### config.mk
export PLATFORM = sky130hd
export DESIGN_NAME = pingpong_dma_addr
export DESIGN_NICKNAME = d
export VERILOG_FILES = /design/src/rtl/pp_dma_pkg.sv /design/src/rtl/ppdma_regset.sv /design/src/rtl/ppdma_seq.sv /design/src/rtl/pingpong_dma_addr.sv
export SDC_FILE = /design/constraint.sdc
export NUM_CORES = 1
export LEC_CHECK = 0
export BUFFER_PORTS_ARGS = -buffer_cell sky130_fd_sc_hd__buf_2
export CORE_MARGIN = 2
export CORE_UTILIZATION = 50
export DETAILED_ROUTE_END_ITERATION = 10
export PLACE_DENSITY = 0.75
export SLEW_MARGIN = 10
export SYNTH_ARGS = -nofsm -noshare
export SYNTH_HDL_FRONTEND = slang
export SYNTH_SLANG_ARGS = --single-unit
### constraint.sdc
create_clock -name clk -period 5.15 [get_ports clk]
set_input_delay 0 -clock clk [delete_from_list [all_inputs] [get_ports clk]]
set_output_delay 0 -clock clk [all_outputs]
set_load 0.005 [all_outputs]
### src/rtl/pp_dma_pkg.sv
package pp_dma_pkg;
   typedef enum logic [2:0] {
      RI_CUR_A = 3'd0,
      RI_END_A = 3'd1,
      RI_CUR_B = 3'd2,
      RI_END_B = 3'd3,
      RI_CTRL  = 3'd4
   } reg_idx_e;

   localparam int STOP_POS = 31;
   localparam int LAST_POS = 30;
   localparam int NUM_SETS = 2;
endpackage

### src/rtl/ppdma_regset.sv
module ppdma_regset #(
   parameter int PAGE_W     = 17,
   parameter int OFS_W      = 8,
   parameter int UNIT_SHIFT = 4,
   parameter bit LAST_JUMPS = 1'b1
) (
   input  logic              clk,
   input  logic              rst_n,
   input  logic              cur_we,
   input  logic              end_we,
   input  logic [PAGE_W-1:0] wr_page,
   input  logic [OFS_W-1:0]  wr_ofs,
   input  logic              wr_stop,
   input  logic              wr_last,
   input  logic              adv_i,
   output logic [PAGE_W-1:0] page_o,
   output logic [OFS_W-1:0]  fetch_ofs_o,
   output logic              at_end_o,
   output logic              stop_o,
   output logic [31:0]       cur_rd_o,
   output logic [31:0]       end_rd_o
);
   import pp_dma_pkg::*;
   localparam int PAGE_LSB = UNIT_SHIFT + OFS_W;

   logic [PAGE_W-1:0] page_q;
   logic [OFS_W-1:0]  ofs_q, end_q;
   logic              stop_q, last_q;

   generate
      if (LAST_JUMPS) begin : g_jump
         assign fetch_ofs_o = last_q ? end_q : ofs_q;
      end else begin : g_mark
         assign fetch_ofs_o = ofs_q;
      end
   endgenerate

   assign at_end_o = last_q || (ofs_q == end_q);
   assign page_o   = page_q;
   assign stop_o   = stop_q;

   always_ff @(posedge clk or negedge rst_n) begin
      if (!rst_n) begin
         page_q <= '0;
         ofs_q  <= '0;
      end else if (cur_we) begin
         page_q <= wr_page;
         ofs_q  <= wr_ofs;
      end else if (adv_i) begin
         ofs_q  <= OFS_W'(fetch_ofs_o + 1'b1);
      end
   end

   always_ff @(posedge clk or negedge rst_n) begin
      if (!rst_n) begin
         end_q  <= '0;
         stop_q <= 1'b0;
         last_q <= 1'b0;
      end else if (end_we) begin
         end_q  <= wr_ofs;
         stop_q <= wr_stop;
         last_q <= wr_last;
      end
   end

   always_comb begin
      cur_rd_o = '0;
      cur_rd_o[UNIT_SHIFT +: OFS_W] = ofs_q;
      cur_rd_o[PAGE_LSB +: PAGE_W]  = page_q;
      end_rd_o = '0;
      end_rd_o[UNIT_SHIFT +: OFS_W] = end_q;
      end_rd_o[STOP_POS] = stop_q;
      end_rd_o[LAST_POS] = last_q;
   end

   // an idle cycle leaves the pointer where it was
   p_hold_r4: assert property (@(posedge clk) disable iff (!rst_n)
      (!adv_i && !cur_we) |=> ($stable(ofs_q) && $stable(page_q)));
   // advancing never changes the page
   p_page_fixed_r5: assert property (@(posedge clk) disable iff (!rst_n)
      (adv_i && !cur_we) |=> $stable(page_q));
endmodule

### src/rtl/ppdma_seq.sv
module ppdma_seq (
   input  logic clk,
   input  logic rst_n,
   input  logic ctrl_we,
   input  logic ctrl_en,
   input  logic fetch_ack,
   input  logic at_end,
   input  logic stop,
   output logic fetch_req,
   output logic fire_o,
   output logic active_o,
   output logic buf_switch_o,
   output logic halted_o,
   output logic enable_o
);
   logic enable_q, halted_q, active_q, switch_q;

   assign fetch_req    = enable_q && !halted_q;
   assign fire_o       = fetch_req && fetch_ack;
   assign active_o     = active_q;
   assign buf_switch_o = switch_q;
   assign halted_o     = halted_q;
   assign enable_o     = enable_q;

   always_ff @(posedge clk or negedge rst_n) begin
      if (!rst_n) begin
         enable_q <= 1'b0;
         halted_q <= 1'b0;
         active_q <= 1'b0;
         switch_q <= 1'b0;
      end else begin
         switch_q <= 1'b0;
         if (fire_o && at_end) begin
            if (stop) begin
               halted_q <= 1'b1;
            end else begin
               active_q <= ~active_q;
               switch_q <= 1'b1;
            end
         end
         if (ctrl_we) begin
            enable_q <= ctrl_en;
            halted_q <= 1'b0;
         end
      end
   end

   // every change of set is flagged
   p_switch_flag_r6: assert property (@(posedge clk) disable iff (!rst_n)
      !$stable(active_q) |-> switch_q);
   // halting keeps the set
   p_halt_keeps_set_r7: assert property (@(posedge clk) disable iff (!rst_n)
      $rose(halted_q) |-> $stable(active_q));
   // no request without enable
   p_req_needs_en_r10: assert property (@(posedge clk) disable iff (!rst_n)
      fetch_req |-> enable_q);
endmodule

### src/rtl/pingpong_dma_addr.sv
module pingpong_dma_addr #(
   parameter int PAGE_W     = 17,
   parameter int OFS_W      = 8,
   parameter int UNIT_SHIFT = 4,
   parameter bit LAST_JUMPS = 1'b1
) (
   input  logic                                clk,
   input  logic                                rst_n,
   input  logic                                reg_we,
   input  logic [2:0]                          reg_addr,
   input  logic [31:0]                         reg_wdata,
   output logic [31:0]                         reg_rdata,
   output logic                                fetch_req,
   output logic [PAGE_W+OFS_W+UNIT_SHIFT-1:0]  fetch_addr,
   input  logic                                fetch_ack,
   output logic                                active_set,
   output logic                                buf_switch,
   output logic                                halted
);
   import pp_dma_pkg::*;
   localparam int PAGE_LSB = UNIT_SHIFT + OFS_W;
   localparam int ADDR_W   = PAGE_LSB + PAGE_W;

   if (ADDR_W > LAST_POS) begin : g_bad_width
      $error("pointer fields overlap the control bits");
   end
   if (OFS_W < 1 || PAGE_W < 1) begin : g_bad_field
      $error("page and offset need at least one bit");
   end

   logic [PAGE_W-1:0] page_w    [NUM_SETS];
   logic [OFS_W-1:0]  ofs_w     [NUM_SETS];
   logic              at_end_w  [NUM_SETS];
   logic              stop_w    [NUM_SETS];
   logic [31:0]       cur_rd_w  [NUM_SETS];
   logic [31:0]       end_rd_w  [NUM_SETS];
   logic              fire, enable, unused_wdata;

   assign unused_wdata = ^reg_wdata;

   for (genvar i = 0; i < NUM_SETS; i++) begin : g_set
      ppdma_regset #(
         .PAGE_W(PAGE_W), .OFS_W(OFS_W),
         .UNIT_SHIFT(UNIT_SHIFT), .LAST_JUMPS(LAST_JUMPS)
      ) set_i (
         .clk        (clk),
         .rst_n      (rst_n),
         .cur_we     (reg_we && reg_addr == 3'(2*i)),
         .end_we     (reg_we && reg_addr == 3'(2*i+1)),
         .wr_page    (reg_wdata[PAGE_LSB +: PAGE_W]),
         .wr_ofs     (reg_wdata[UNIT_SHIFT +: OFS_W]),
         .wr_stop    (reg_wdata[STOP_POS]),
         .wr_last    (reg_wdata[LAST_POS]),
         .adv_i      (fire && (active_set == 1'(i))),
         .page_o     (page_w[i]),
         .fetch_ofs_o(ofs_w[i]),
         .at_end_o   (at_end_w[i]),
         .stop_o     (stop_w[i]),
         .cur_rd_o   (cur_rd_w[i]),
         .end_rd_o   (end_rd_w[i])
      );
   end

   ppdma_seq seq_i (
      .clk         (clk),
      .rst_n       (rst_n),
      .ctrl_we     (reg_we && reg_addr == RI_CTRL),
      .ctrl_en     (reg_wdata[0]),
      .fetch_ack   (fetch_ack),
      .at_end      (at_end_w[active_set]),
      .stop        (stop_w[active_set]),
      .fetch_req   (fetch_req),
      .fire_o      (fire),
      .active_o    (active_set),
      .buf_switch_o(buf_switch),
      .halted_o    (halted),
      .enable_o    (enable)
   );

   assign fetch_addr = {page_w[active_set], ofs_w[active_set], {UNIT_SHIFT{1'b0}}};

   always_comb begin
      case (reg_addr)
         RI_CUR_A: reg_rdata = cur_rd_w[0];
         RI_END_A: reg_rdata = end_rd_w[0];
         RI_CUR_B: reg_rdata = cur_rd_w[1];
         RI_END_B: reg_rdata = end_rd_w[1];
         RI_CTRL:  reg_rdata = {31'd0, enable};
         default:  reg_rdata = '0;
      endcase
   end

   // a halted channel requests nothing
   p_halt_idle_r7: assert property (@(posedge clk) disable iff (!rst_n)
      halted |-> !fetch_req);
   // the switch flag lasts one cycle unless a second end fetch follows
   p_switch_single_r6: assert property (@(posedge clk) disable iff (!rst_n)
      (buf_switch && !fire) |=> !buf_switch);
endmodule

# After elaboration in Yosys (flattened, before gate mapping)
# Cells that the tools add are included.
# W data, S select, Z words.
# word_totals
mem_count	0
rom_bits	0
wordCells	70
register_bits	74
latchBits	0
ramBits	0
out_inout_bits	65
inputBits	39
# op_classes
eq_ne	6
bitwise	3
mul	0
mux	24
n_shift	0
n_div	0
n_lt_le_gt_ge	1
addsub	2
n_reduce_logical	20
# ops
cell	n
$pmux W32 S5	1
$mux W8	9
$mux W17	3
$add A8 B1 Y8 const B	2
$eq A8 B8 Y1	2
$mux W1	11
$logic_and A1 B1 Y1	10
$reduce_bool A2 Y1	4
$eq A3 B2 Y1 const B	2
$reduce_and A2 Y1	2
$eq A3 B1 Y1 const B	1
$eq A3 B3 Y1 const B	1
$logic_not A3 Y1	1
$ge A2 B2 Y1 const B	1
$logic_or A1 B1 Y1	2
$not A1 Y1	2
$not A1 Y2	1
$logic_not A1 Y1	1

# Longest topological paths before layout
# Gate-level depths: netlist of run 1.
# logic_depth
ltp_word	8
mapped_depth	8

# By module
# A second synthesis of run 1 with hierarchy kept.
# hier_totals
hier_cells	509
area_unflattened_um2	5906.9
# by_module_without_submodules
module	instances	cells_each	area_per_inst_um2
ppdma_regset	2	187	2153.3
pingpong_dma_addr	1	124	1426.4
ppdma_seq	1	11	173.9

# Worst setup path before layout of run 1
# Ideal clock, no wire load.
# synth_timing
kind	register -> register
from	reg g_set[1].set_i.last_q
to	reg g_set[1].set_i.ofs_q[4]
path_stages_with_launch	9
required_time_ns	5.013
period_less_slack_ns	1.791
slack_ns	3.359
t_arrival_ns	1.654
cell_sequence	dfrtp_1 > buf_2 > mux2_2 > ha_1 > nand4_1 > xor2_1 > a31oi_1 > o21ai_0 > o21ai_0
# synth_between
elab_chain_len	4
# synth_rtl
item	line	rtl
start, declared	ppdma_regset.sv:28	logic stop_q, last_q;
start signal, assigned	ppdma_regset.sv:62	last_q <= wr_last;
$mux W8	ppdma_regset.sv:32	assign fetch_ofs_o = last_q ? end_q : ofs_q;
$add A8 B1 Y8	ppdma_regset.sv:50	ofs_q <= OFS_W'(fetch_ofs_o + 1'b1);
$mux W8	ppdma_regset.sv:49	end else if (adv_i) begin
$mux W8	ppdma_regset.sv:46	end else if (cur_we) begin
end signal, assigned	ppdma_regset.sv:48	ofs_q <= wr_ofs;
end signal, assigned	ppdma_regset.sv:50	
end, declared	ppdma_regset.sv:27	logic [OFS_W-1:0] ofs_q, end_q;
# No other way between the ends. The select of a mux whose other input is x is not followed.
# A chain may end at the register's enable or synchronous reset.

# Worst setup path in the final report of run 1
# layout_timing
from	reg seq_i.active_q, in the netlist seq_i.active_o
to	reg g_set[1].set_i.ofs_q[4]
# layout_between
elab_chain_len	2
# layout_rtl
item	line	rtl
start, declared	ppdma_seq.sv:16	logic enable_q, halted_q, active_q, switch_q;
start signal, assigned	ppdma_seq.sv:37	active_q <= ~active_q;
$logic_and A1 B1 Y1	pingpong_dma_addr.sv:54	.adv_i (fire && (active_set == 1'(i))),
$reduce_bool A2 Y1 (no line)	-	
# No other way between the ends.

==> results of run 1 <==
-- metrics by stage --
step	util, %	power, W
floorplan	-	0.00160
global placement	55.6	0.00188
detailed placement	55.6	0.00192
CTS	60.8	0.00236
global route	60.8	0.00252
finish	60.8	0.00237
-- cells in the final DEF (no fill, tap or decap), drive strengths merged, types with 11 or more instances in the layout --
cell and count:
mux2 48, mux2i 13, xor2 20, nand2 124, nand3 11, nor2 26
buf 97, o21ai 11, dfrtp 74, dlygate4sd3 29, a22o 17, a21oi 19
-- power breakdown --
group / internal (W) / leakage (nW) / switching, W
sequential: 0.000735 / 0.914 / 0.000248
clock: 0.000182 / 0.0908 / 0.000247
combinational: 0.000513 / 1.69 / 0.000442
total: 0.00143 / 2.70 / 0.000937
-- sequential cells by signal, indices dropped and copies added (netlist names) --
name	flops
seq_i.active_o	1
g_set.set_i.last_q	2
g_set.set_i.stop_o	2
seq_i.buf_switch_o	1
g_set.set_i.page_o	34
g_set.set_i.ofs_q	16
g_set.set_i.end_q	16
seq_i.enable_o	1
seq_i.halted_o	1
-- cells by family (layout without fill, tap and decap cells) --
logic type / count (synthesis) / count (layout) / share of synthesized area [%]
AO/OA/AOI/OAI: 65 / 65 / 9.73
buffers and inverters: 39 / 143 / 4.80
flip-flops: 74 / 74 / 40.1
XOR/XNOR: 27 / 27 / 5.12
adder cells (fa/ha/maj): 2 / 2 / 0.542
AND/OR/NAND/NOR: 210 / 210 / 21.2
other: 1 / 8 / 0.0813
multiplexers: 69 / 69 / 18.4
-- worst paths after layout --
path | startpoint | end | depth (start not counted)
worst min-delay path | fetch_ack | seq_i.active_o$_DFFE_PN0P_ | 5
max in group asynchronous | rst_n | g_set[1].set_i.page_o[2]$_DFFE_PN0P_ | 3
worst max-delay path | seq_i.active_o$_DFFE_PN0P_ | g_set[1].set_i.ofs_q[4]$_DFFE_PN0P_ | 6
worst min register to register | g_set[0].set_i.page_o[10]$_DFFE_PN0P_ | g_set[0].set_i.page_o[10]$_DFFE_PN0P_ | 2
worst max register to register | seq_i.active_o$_DFFE_PN0P_ | g_set[1].set_i.ofs_q[4]$_DFFE_PN0P_ | 6
min in group asynchronous | rst_n | g_set[0].set_i.ofs_q[7]$_DFFE_PN0P_ | 3
-- per-layer routing --
layer	routed length (µm)	track usage, %	up-vias
met5	0	0	-
met4	191	9.06	0
met3	948	5.01	23
met2	5950	41.5	187
met1	5230	33.7	1934
li1	-	-	1887
-- synth_stat cells (8+ instances only) --
| master | n |
|---|---|
| a21oi_1 | 18 |
| a22o_1 | 17 |
| buf_2 | 24 |
| buf_4 | 8 |
| dfrtp_1 | 74 |
| mux2_2 | 45 |
| mux2i_1 | 13 |
| mux4_2 | 8 |
| nand2_1 | 124 |
| nand3_1 | 10 |
| nor2_1 | 26 |
| nor2b_1 | 10 |
| o21ai_0 | 10 |
| xor2_1 | 20 |
-- final cells by class --
class,count,area [µm²]
Clock buffer,9,124
Clock inverter,7,60.1
Fill cell,774,3570
Inverter,1,3.75
Multi-Input combinational cell,381,2570
Sequential cell,74,1850
Tap cell,111,139
Timing Repair Buffer,126,791
-- critical path: cells and delay by family (launching register included) --
kind,cells,cell delay (ns)
AO/OA/AOI/OAI,3,0.30
buffers and inverters,1,0.41
flip-flops,1,0.80
AND/OR/NAND/NOR,2,0.80
==> reports/metrics.csv, run 1 <==
stage,metric,value,unit
status,status,"finished, final reports clean",
clock_tree,postcts setup bufs,0,
sta,setup TNS,0,ns
yosys,"Seq/Total Area, Yosys",40.1,%
placed_design,DP Worst Slack,2.73,ns
finish,Final Cell Area,0.00554,mm²
yosys,Mapped Cells,487,
clock_tree,clock root cell,clkbuf_8,
clock_tree,total CTS buffers,9,
placed_design,Placed Area,0.00506,mm²
sta,fmax,0.407,GHz
die,Die ar.,0.0100,mm²
run,Maximum Capacitance Violations,0,
finish,Layout Nets,634,
worst_setup_path,CP max stage cell,dfrtp_1,
route,Detailed Route Iter0 Violations,260,
placed_design,Port Buffers,91,
clock_tree,Clock Latency Late Sink,0.35,ns
grt,vias in the first global route,3887,
finish,antenna cells,0,
placed_design,DP Wirelength,8080,µm
yosys,synthesis-stage register bit count,74,
grt,global-route wire length before repair,19800,µm
sta,final setup fails,0,
route,Pre-antenna DRT Iters,5,
route,drt via density,5.69,
sta,min Tclk post-route,2.46,ns
sta,hold_ws,0.143,ns
route,vias post-DR,4031,
power,leak pwr,2.70,nW
clock_tree,H-tree depth,3,
grt,maximum number of pins on one net before global-route repair,75,
placed_design,dpl cells,664,
die,num ports,104,
power,power per cell area,428,mW/mm²
worst_setup_path,"most used cell, CP",o21ai_0,
yosys,ys async rst share,100,%
clock_tree,clock sink total,74,
worst_setup_path,R2R setup slack,2.69,ns
yosys,warnings from Yosys,0,
worst_setup_path,Worst Path Required,5.35,ns
yosys,Mapped Area,0.00461,mm²
yosys,Synth Flop Type,dfrtp_1,
finish,Final Non-Filler Cells,709,
worst_setup_path,crit-path max cell delay,0.80,ns
die,Core Area,0.00911,mm²
hold_path,Worst Hold Class,in2reg,
route,Remaining DRCs,0,
route,WL final,12300,µm
grt,initial antenna violation count,0,
sta,Setup Skew,0.00575,ns
grt,gr ovfl total,0,
yosys,Yosys top cell area share,40.1,%
die,die width,100,µm
clock_tree,# hold bufs at CTS,29,
sta,"Slew Viols, Final",0,
sta,final period utilization,47.7,%
sta,Worst slew margin,29.3,%
die,die height,100,µm
yosys,Synth cell types,54,
yosys,post-synth top area cell,dfrtp_1,
worst_setup_path,Startpoint Class,flop,
sta,actual slew at the worst max-slew pin,1.06,ns
sta,final hold violation count,0,
yosys,Synth Area per Inst,9.48,µm²
yosys,"EDFF count, synth",0,
worst_setup_path,critical path cell sequence,buf_4 -> nand4b_1 -> nor3_1 -> a21oi_1 -> o21ai_0 -> o21ai_0,
placed_design,gpl congestion,0.873,
worst_setup_path,crit end category,flop,
grt,gr usage total,25.3,%
worst_setup_path,data arrival time of the worst path,2.66,ns
route,Routed Antenna Nets,0,
clock_tree,Worst-path clk slew,0.09,ns
clock_tree,Longest Clk Path Bufs,2,
worst_setup_path,crit-path max FO,19,
finish,share of layout cells above drive strength 1,29.6,%
power,VDD IR max,0.231,mV
sta,final setup margin,2.69,ns
worst_setup_path,critical setup path kind,reg2reg,
finish,Area Growth Syn to Fin,20.0,%
sta,RSZ-0062 raised after global routing,no,
route,DR WL/cell,17.4,µm
clock_tree,# resized after CTS,0,
die,initial core utilization,50.7,%
yosys,"top cells by area, synth","dfrtp_1 40%, mux2_2 11%, nand2_1 10%",
die,row count,35,
clock_tree,CTS tree,yes,
Power figures use the tool's default switching activity.
==> run 2: changes to the inputs <==
==> constraint.sdc (replaced) <==
create_clock -name clk -period 2.3 [get_ports clk]
set_input_delay 0 -clock clk [delete_from_list [all_inputs] [get_ports clk]]
set_output_delay 0 -clock clk [all_outputs]
set_load 0.005 [all_outputs]
==> reports/metrics.csv, run 2 (synthesis results as in run 1) <==
stage,metric,value,unit,change
status,status,"finished, final reports clean",,
grt,gr ovfl total,0,,unchanged
route,Routed Antenna Nets,0,,unchanged
sta,Worst slew margin,48.4,%,+19 points
clock_tree,# resized after CTS,0,,unchanged
clock_tree,total CTS buffers,9,,unchanged
finish,Final Non-Filler Cells,714,,+0.71%
sta,final hold violation count,0,,unchanged
sta,final setup margin,0.368,ns,-2.33 ns
die,die width,100,µm,unchanged
finish,Area Growth Syn to Fin,21.3,%,
die,row count,35,,unchanged
route,DR WL/cell,17.3,µm,-0.52%
route,drt via density,5.55,,-2.4%
sta,fmax,0.518,GHz,+27%
sta,final setup fails,0,,unchanged
worst_setup_path,Worst Path Required,2.53,ns,-2.82 ns
grt,initial antenna violation count,0,,unchanged
grt,maximum number of pins on one net before global-route repair,75,,unchanged
grt,vias in the first global route,4032,,+3.7%
placed_design,Port Buffers,91,,unchanged
sta,Setup Skew,0.00686,ns,+0.00111 ns
sta,hold_ws,0.151,ns,+0.00774 ns
clock_tree,Worst-path clk slew,0.09,ns,about the same
run,Maximum Capacitance Violations,0,,unchanged
die,initial core utilization,50.7,%,unchanged
die,Die ar.,0.0100,mm²,unchanged
finish,"commonest cells after routing, fill and taps aside","124 x nand2_1, 91 x buf_2, 74 x dfrtp_1",,
finish,# fillers,753,,-2.7%
sta,setup TNS,0,ns,unchanged
sta,"Slew Viols, Final",0,,unchanged
route,vias post-DR,3963,,-1.7%
grt,gr usage total,25.4,%,+0.079 points
worst_setup_path,"most used cell, CP",o21ai_0,,
finish,Final Core Density,61.5,%,+0.69 points
power,VDD IR max,0.474,mV,+110%
grt,global-route wire length before repair,19800,µm,-0.35%
finish,max reg flops,34,,unchanged
worst_setup_path,data arrival time of the worst path,2.16,ns,-0.50 ns
sta,min Tclk post-route,1.93,ns,-0.524 ns
clock_tree,CTS tree,yes,,
worst_setup_path,critical path cell sequence,nand4b_1 -> nor3_1 -> a21oi_1 -> o21ai_0 -> o21ai_0,,
sta,RSZ-0062 raised after global routing,no,,
clock_tree,postcts setup bufs,0,,unchanged
clock_tree,clock root cell,clkbuf_8,,
placed_design,gpl congestion,0.889,,+1.8%
die,Core Area,0.00911,mm²,unchanged
route,WL final,12300,µm,+0.18%
placed_design,DP Wirelength,8330,µm,+3.1%
clock_tree,Clock Latency Late Sink,0.35,ns,about the same
die,die height,100,µm,unchanged
die,num ports,104,,unchanged
placed_design,dpl cells,669,,+0.75%
worst_setup_path,crit-path max cell delay,0.64,ns,-0.16 ns
power,leak pwr,2.73,nW,+1.4%
sta,actual slew at the worst max-slew pin,0.771,ns,-0.290 ns
clock_tree,Longest Clk Path Bufs,2,,unchanged
worst_setup_path,Startpoint Class,flop,,
worst_setup_path,critical setup path kind,reg2reg,,
finish,"most common cell after layout, fill and taps aside",nand2_1,,
worst_setup_path,Worst Path Buf+Inv,0,,-1
sta,final period utilization,84.0,%,+36 points
hold_path,Worst Hold Class,in2reg,,
clock_tree,clock sink total,74,,unchanged
worst_setup_path,crit end category,flop,,
finish,share of layout cells above drive strength 1,30.2,%,+0.58 points
worst_setup_path,CP max stage cell,dfrtp_1,,
route,Pre-antenna DRT Iters,6,,+1
finish,register area,0.00185,mm²,unchanged
power,power per cell area,960,mW/mm²,+120%
route,Remaining DRCs,0,,unchanged
finish,antenna cells,0,,unchanged
route,Detailed Route Iter0 Violations,284,,+9.2%
clock_tree,# hold bufs at CTS,29,,unchanged
clock_tree,H-tree depth,3,,unchanged
worst_setup_path,CP top delay family,simple AND/OR/NAND/NOR gates,,
finish,Layout Nets,639,,+0.79%
finish,area of the multi-input gates,0.00257,mm²,+0.24%
placed_design,DP Worst Slack,0.387,ns,-2.34 ns
worst_setup_path,crit-path max FO,13,,-6
==> run 2: cell count changes in the layout (fill, tap and decap cells not counted) <==
cell        delta
buf_4          +4
nor3_4         +1
buf_12         +1
clkinvlp_4     -1
clkinv_4       -2
inv_8          +2
inv_6          +1
nor3_2         -1
==> run 2: final timing paths <==
check                      slack (ns)                              endpoint  depth (start not counted)                                  from
max                              0.37   g_set[1].set_i.ofs_q[4]$_DFFE_PN0P_                          5            seq_i.active_o$_DFFE_PN0P_
min                              0.15            seq_i.active_o$_DFFE_PN0P_                          5                             fetch_ack
max reg2reg                      0.37   g_set[1].set_i.ofs_q[4]$_DFFE_PN0P_                          5            seq_i.active_o$_DFFE_PN0P_
min reg2reg                      0.50  g_set[1].set_i.page_o[9]$_DFFE_PN0P_                          2  g_set[1].set_i.page_o[9]$_DFFE_PN0P_
max in group asynchronous        1.77   g_set[1].set_i.ofs_q[3]$_DFFE_PN0P_                          3                                 rst_n
min in group asynchronous        0.20   g_set[0].set_i.ofs_q[7]$_DFFE_PN0P_                          3                                 rst_n
==> run 2: final cells by class <==
class,instances,share of cell area (%)
multi-input cells,381,46.0
flip-flops and latches,74,33.1
repair buffers,131,15.0
well taps,111,2.48
clock buffers,9,2.21
clock inverters,7,1.18
inverters,1,0.0670
==> run 2: worst reg2reg max path: cells and delay by family (launching register included) <==
kind,cells,cell delay [ns]
AO/OA/AOI/OAI,3,0.29
AND/OR/NAND/NOR,2,0.87
flip-flops,1,0.64
==> run 2: per-stage QoR <==
stage	cell area [µm²]	power, W
4_1_cts	5590	0.00539
5_1_grt	5600	0.00574
6_report	5600	0.00538
3_3_place_gp	5110	0.00426
2_1_floorplan	4640	0.00358
3_5_place_dp	5110	0.00434
==> run 2: where the power goes <==
| part | total, W | internal [W] | switching (W) | leakage, nW |
|---|---|---|---|---|
| Clock | 0.00100 | 0.000424 | 0.000578 | 0.0991 |
| Sequential | 0.00215 | 0.00165 | 0.000504 | 0.914 |
| Combinational | 0.00222 | 0.00117 | 0.00105 | 1.72 |
| Total | 0.00538 | 0.00324 | 0.00213 | 2.73 |
==> run 2: per-layer routing <==
metal / GRT usage, % / part of all wire, % / up-vias
met2: 42.3 / 47 / 152
met1: 32.7 / 42 / 1900
met5: 0 / 0 / -
met3: 6.27 / 8.4 / 17
li1: - / - / 1894
met4: 8.43 / 1.8 / 0
==> run 3: changes to the inputs <==
==> constraint.sdc (replaced) <==
create_clock -name clk -period 1.96 [get_ports clk]
set_input_delay 0 -clock clk [delete_from_list [all_inputs] [get_ports clk]]
set_output_delay 0 -clock clk [all_outputs]
set_load 0.005 [all_outputs]
==> reports/metrics.csv, run 3 (synthesis results as in run 1) <==
stage,metric,value,unit,change
worst_setup_path,Worst Path Required,1.96,ns,-0.57 ns
grt,maximum number of pins on one net before global-route repair,53,,-29%
clock_tree,Worst-path clk slew,0.09,ns,about the same
die,initial core utilization,50.7,%,unchanged
finish,"commonest cells after routing, fill and taps aside","124 x nand2_1, 91 x buf_2, 74 x dfrtp_1",,
route,wl on met1,5100,µm,-2.4%
grt,global-route wire length before repair,20400,µm,+3.3%
finish,Final Core Density,62.2,%,+0.70 points
worst_setup_path,critical setup path kind,reg2out,,
run,Maximum Capacitance Violations,0,,unchanged
route,metal2 WL,6100,µm,+4.0%
hold_path,Worst Hold Class,in2async,,
clock_tree,clock root cell,clkbuf_8,,
clock_tree,# hold bufs at CTS,29,,unchanged
sta,fmax,0.565,GHz,
worst_setup_path,R2R setup slack,0.23,ns,-0.14 ns
sta,Worst slew margin,18.8,%,-30 points
sta,"Slew Viols, Final",0,,unchanged
sta,Setup Skew,0.0122,ns,+0.00534 ns
power,logic gate share of total power,40.8,%,-0.5 points
route,Routed Antenna Nets,0,,unchanged
clock_tree,postcts setup bufs,0,,unchanged
worst_setup_path,critical path cell sequence,buf_4 -> mux2i_1 -> a21oi_1 -> buf_2,,
worst_setup_path,crit-path max cell delay,0.43,ns,-0.21 ns
status,status,"finished, final reports clean",,
finish,share of layout cells above drive strength 1,30.8,%,+0.57 points
power,power per cell area,1150,mW/mm²,+20%
grt,gr ovfl total,0,,unchanged
sta,RSZ-0062 raised after global routing,no,,
worst_setup_path,crit-path max FO,21,,+8
finish,max reg flops,34,,unchanged
clock_tree,total CTS buffers,9,,unchanged
worst_setup_path,worst reg2reg path depth,6,,+1
worst_setup_path,CP top delay family,buffers and inverters,,
worst_setup_path,r2r endpoint,g_set[1].set_i.ofs_q[2]$_DFFE_PN0P_,,
power,sw frac,37.8,%,-1.9 points
placed_design,DP Wirelength,8500,µm,+2.1%
finish,Final Non-Filler Cells,719,,+0.70%
clock_tree,Clock Latency Late Sink,0.35,ns,about the same
die,num ports,104,,unchanged
sta,final period utilization,90.3,%,
clock_tree,H-tree depth,3,,unchanged
die,Die ar.,0.0100,mm²,unchanged
worst_setup_path,crit end category,output port,,
route,Remaining DRCs,0,,unchanged
sta,final hold violation count,0,,unchanged
grt,vias in the first global route,4168,,+3.4%
sta,hold_ws,0.173,ns,+0.0219 ns
die,row count,35,,unchanged
placed_design,Port Buffers,91,,unchanged
die,Core Area,0.00911,mm²,unchanged
finish,Area Growth Syn to Fin,22.7,%,
power,clock network power share,21.0,%,+2.4 points
placed_design,dpl cells,674,,+0.75%
worst_setup_path,Startpoint Class,flop,,
finish,antenna cells,0,,unchanged
worst_setup_path,data arrival time of the worst path,1.77,ns,-0.39 ns
sta,min Tclk post-route,1.77,ns,
power,Reg power frac,38.2,%,-1.8 points
clock_tree,Longest Clk Path Bufs,2,,unchanged
power,P_int,0.00405,W,+25%
route,DR WL/cell,17.3,µm,-0.12%
sta,actual slew at the worst max-slew pin,1.21,ns,+0.440 ns
finish,"most common cell after layout, fill and taps aside",nand2_1,,
worst_setup_path,reg-to-reg startpoint,g_set[1].set_i.last_q$_DFFE_PN0P_,,
route,Highest Signal Layer,met4,,
sta,final setup fails,0,,unchanged
power,VDD IR max,0.579,mV,+22%
route,vias post-DR,4078,,+2.9%
route,Pre-antenna DRT Iters,5,,-1
finish,Layout Nets,644,,+0.78%
route,WL final,12400,µm,+0.58%
grt,gr usage total,25.9,%,+0.46 points
clock_tree,# resized after CTS,0,,unchanged
route,Detailed Route Iter0 Violations,189,,-33%
sta,setup TNS,0,ns,unchanged
worst_setup_path,Worst Path Buf+Inv,2,,+2
grt,initial antenna violation count,0,,unchanged
die,die height,100,µm,unchanged
route,met3 WL,931,µm,-9.9%
worst_setup_path,CP max stage cell,mux2i_1,,
placed_design,gpl congestion,0.862,,-3.1%
die,die width,100,µm,unchanged
power,Net Sw Power,0.00246,W,+15%
route,drt via density,5.67,,+2.2%
clock_tree,CTS tree,yes,,
clock_tree,clock sink total,74,,unchanged
power,leak pwr,2.77,nW,+1.2%
[run 3: cell count changes in the layout (fill, tap and decap cells not counted)]
cell and delta:
clkinvlp_4 +1, inv_6 -1, clkinv_2 +1, inv_8 -2
clkinv_4 -1, buf_4 +5, nor3_2 +1, nor3_4 -1
bufinv_16 +2
[run 3: power by group through the flow]
stage	Clock, W	Sequential, W	Combinational, W
2_1_floorplan	0	0.00231	0.00189
3_3_place_gp	0	0.00247	0.00253
3_5_place_dp	0	0.00250	0.00259
4_1_cts	0.00138	0.00247	0.00265
5_1_grt	0.00145	0.00256	0.00292
6_report	0.00137	0.00249	0.00266
[run 3: per-stage QoR]
step                      instance area [µm²]  total power, W  setup slack, ns
after CTS                                5660         0.00650            0.211
final                                    5660         0.00651            0.190
after detailed placement                 5150         0.00509            0.266
after floorplan                          4640         0.00420            0.169
after global routing                     5660         0.00693           0.0994
after global placement                   5150         0.00500            0.288
[run 3: layout make-up]
type,instances,area [µm²]
clock buffer,9,124
clock inverter,7,98.8
fill,744,3450
inverter,1,3.75
multi-input combinational,381,2570
sequential,74,1850
tap,111,139
timing repair buffer,136,878
[run 3: per-layer routing]
layer | global-route usage, % | vias up
met1 | 32.9 | 1993
met5 | 0 | -
li1 | - | 1897
met4 | 8.85 | 0
met3 | 6.75 | 25
met2 | 43.1 | 163
[run 3: worst max path at each step]
stage                                               end                         startpoint  cells after the start
detailed placement  g_set[1].set_i.ofs_q[2]$_DFFE_PN0P_  g_set[1].set_i.last_q$_DFFE_PN0P_                      6
global placement                          reg_rdata[28]                        reg_addr[2]                      4
finish                                    fetch_addr[6]  g_set[1].set_i.last_q$_DFFE_PN0P_                      4
global route                              fetch_addr[6]  g_set[1].set_i.last_q$_DFFE_PN0P_                      4
CTS                                       fetch_addr[6]  g_set[1].set_i.last_q$_DFFE_PN0P_                      4
floorplan           g_set[1].set_i.ofs_q[4]$_DFFE_PN0P_  g_set[1].set_i.last_q$_DFFE_PN0P_                      8
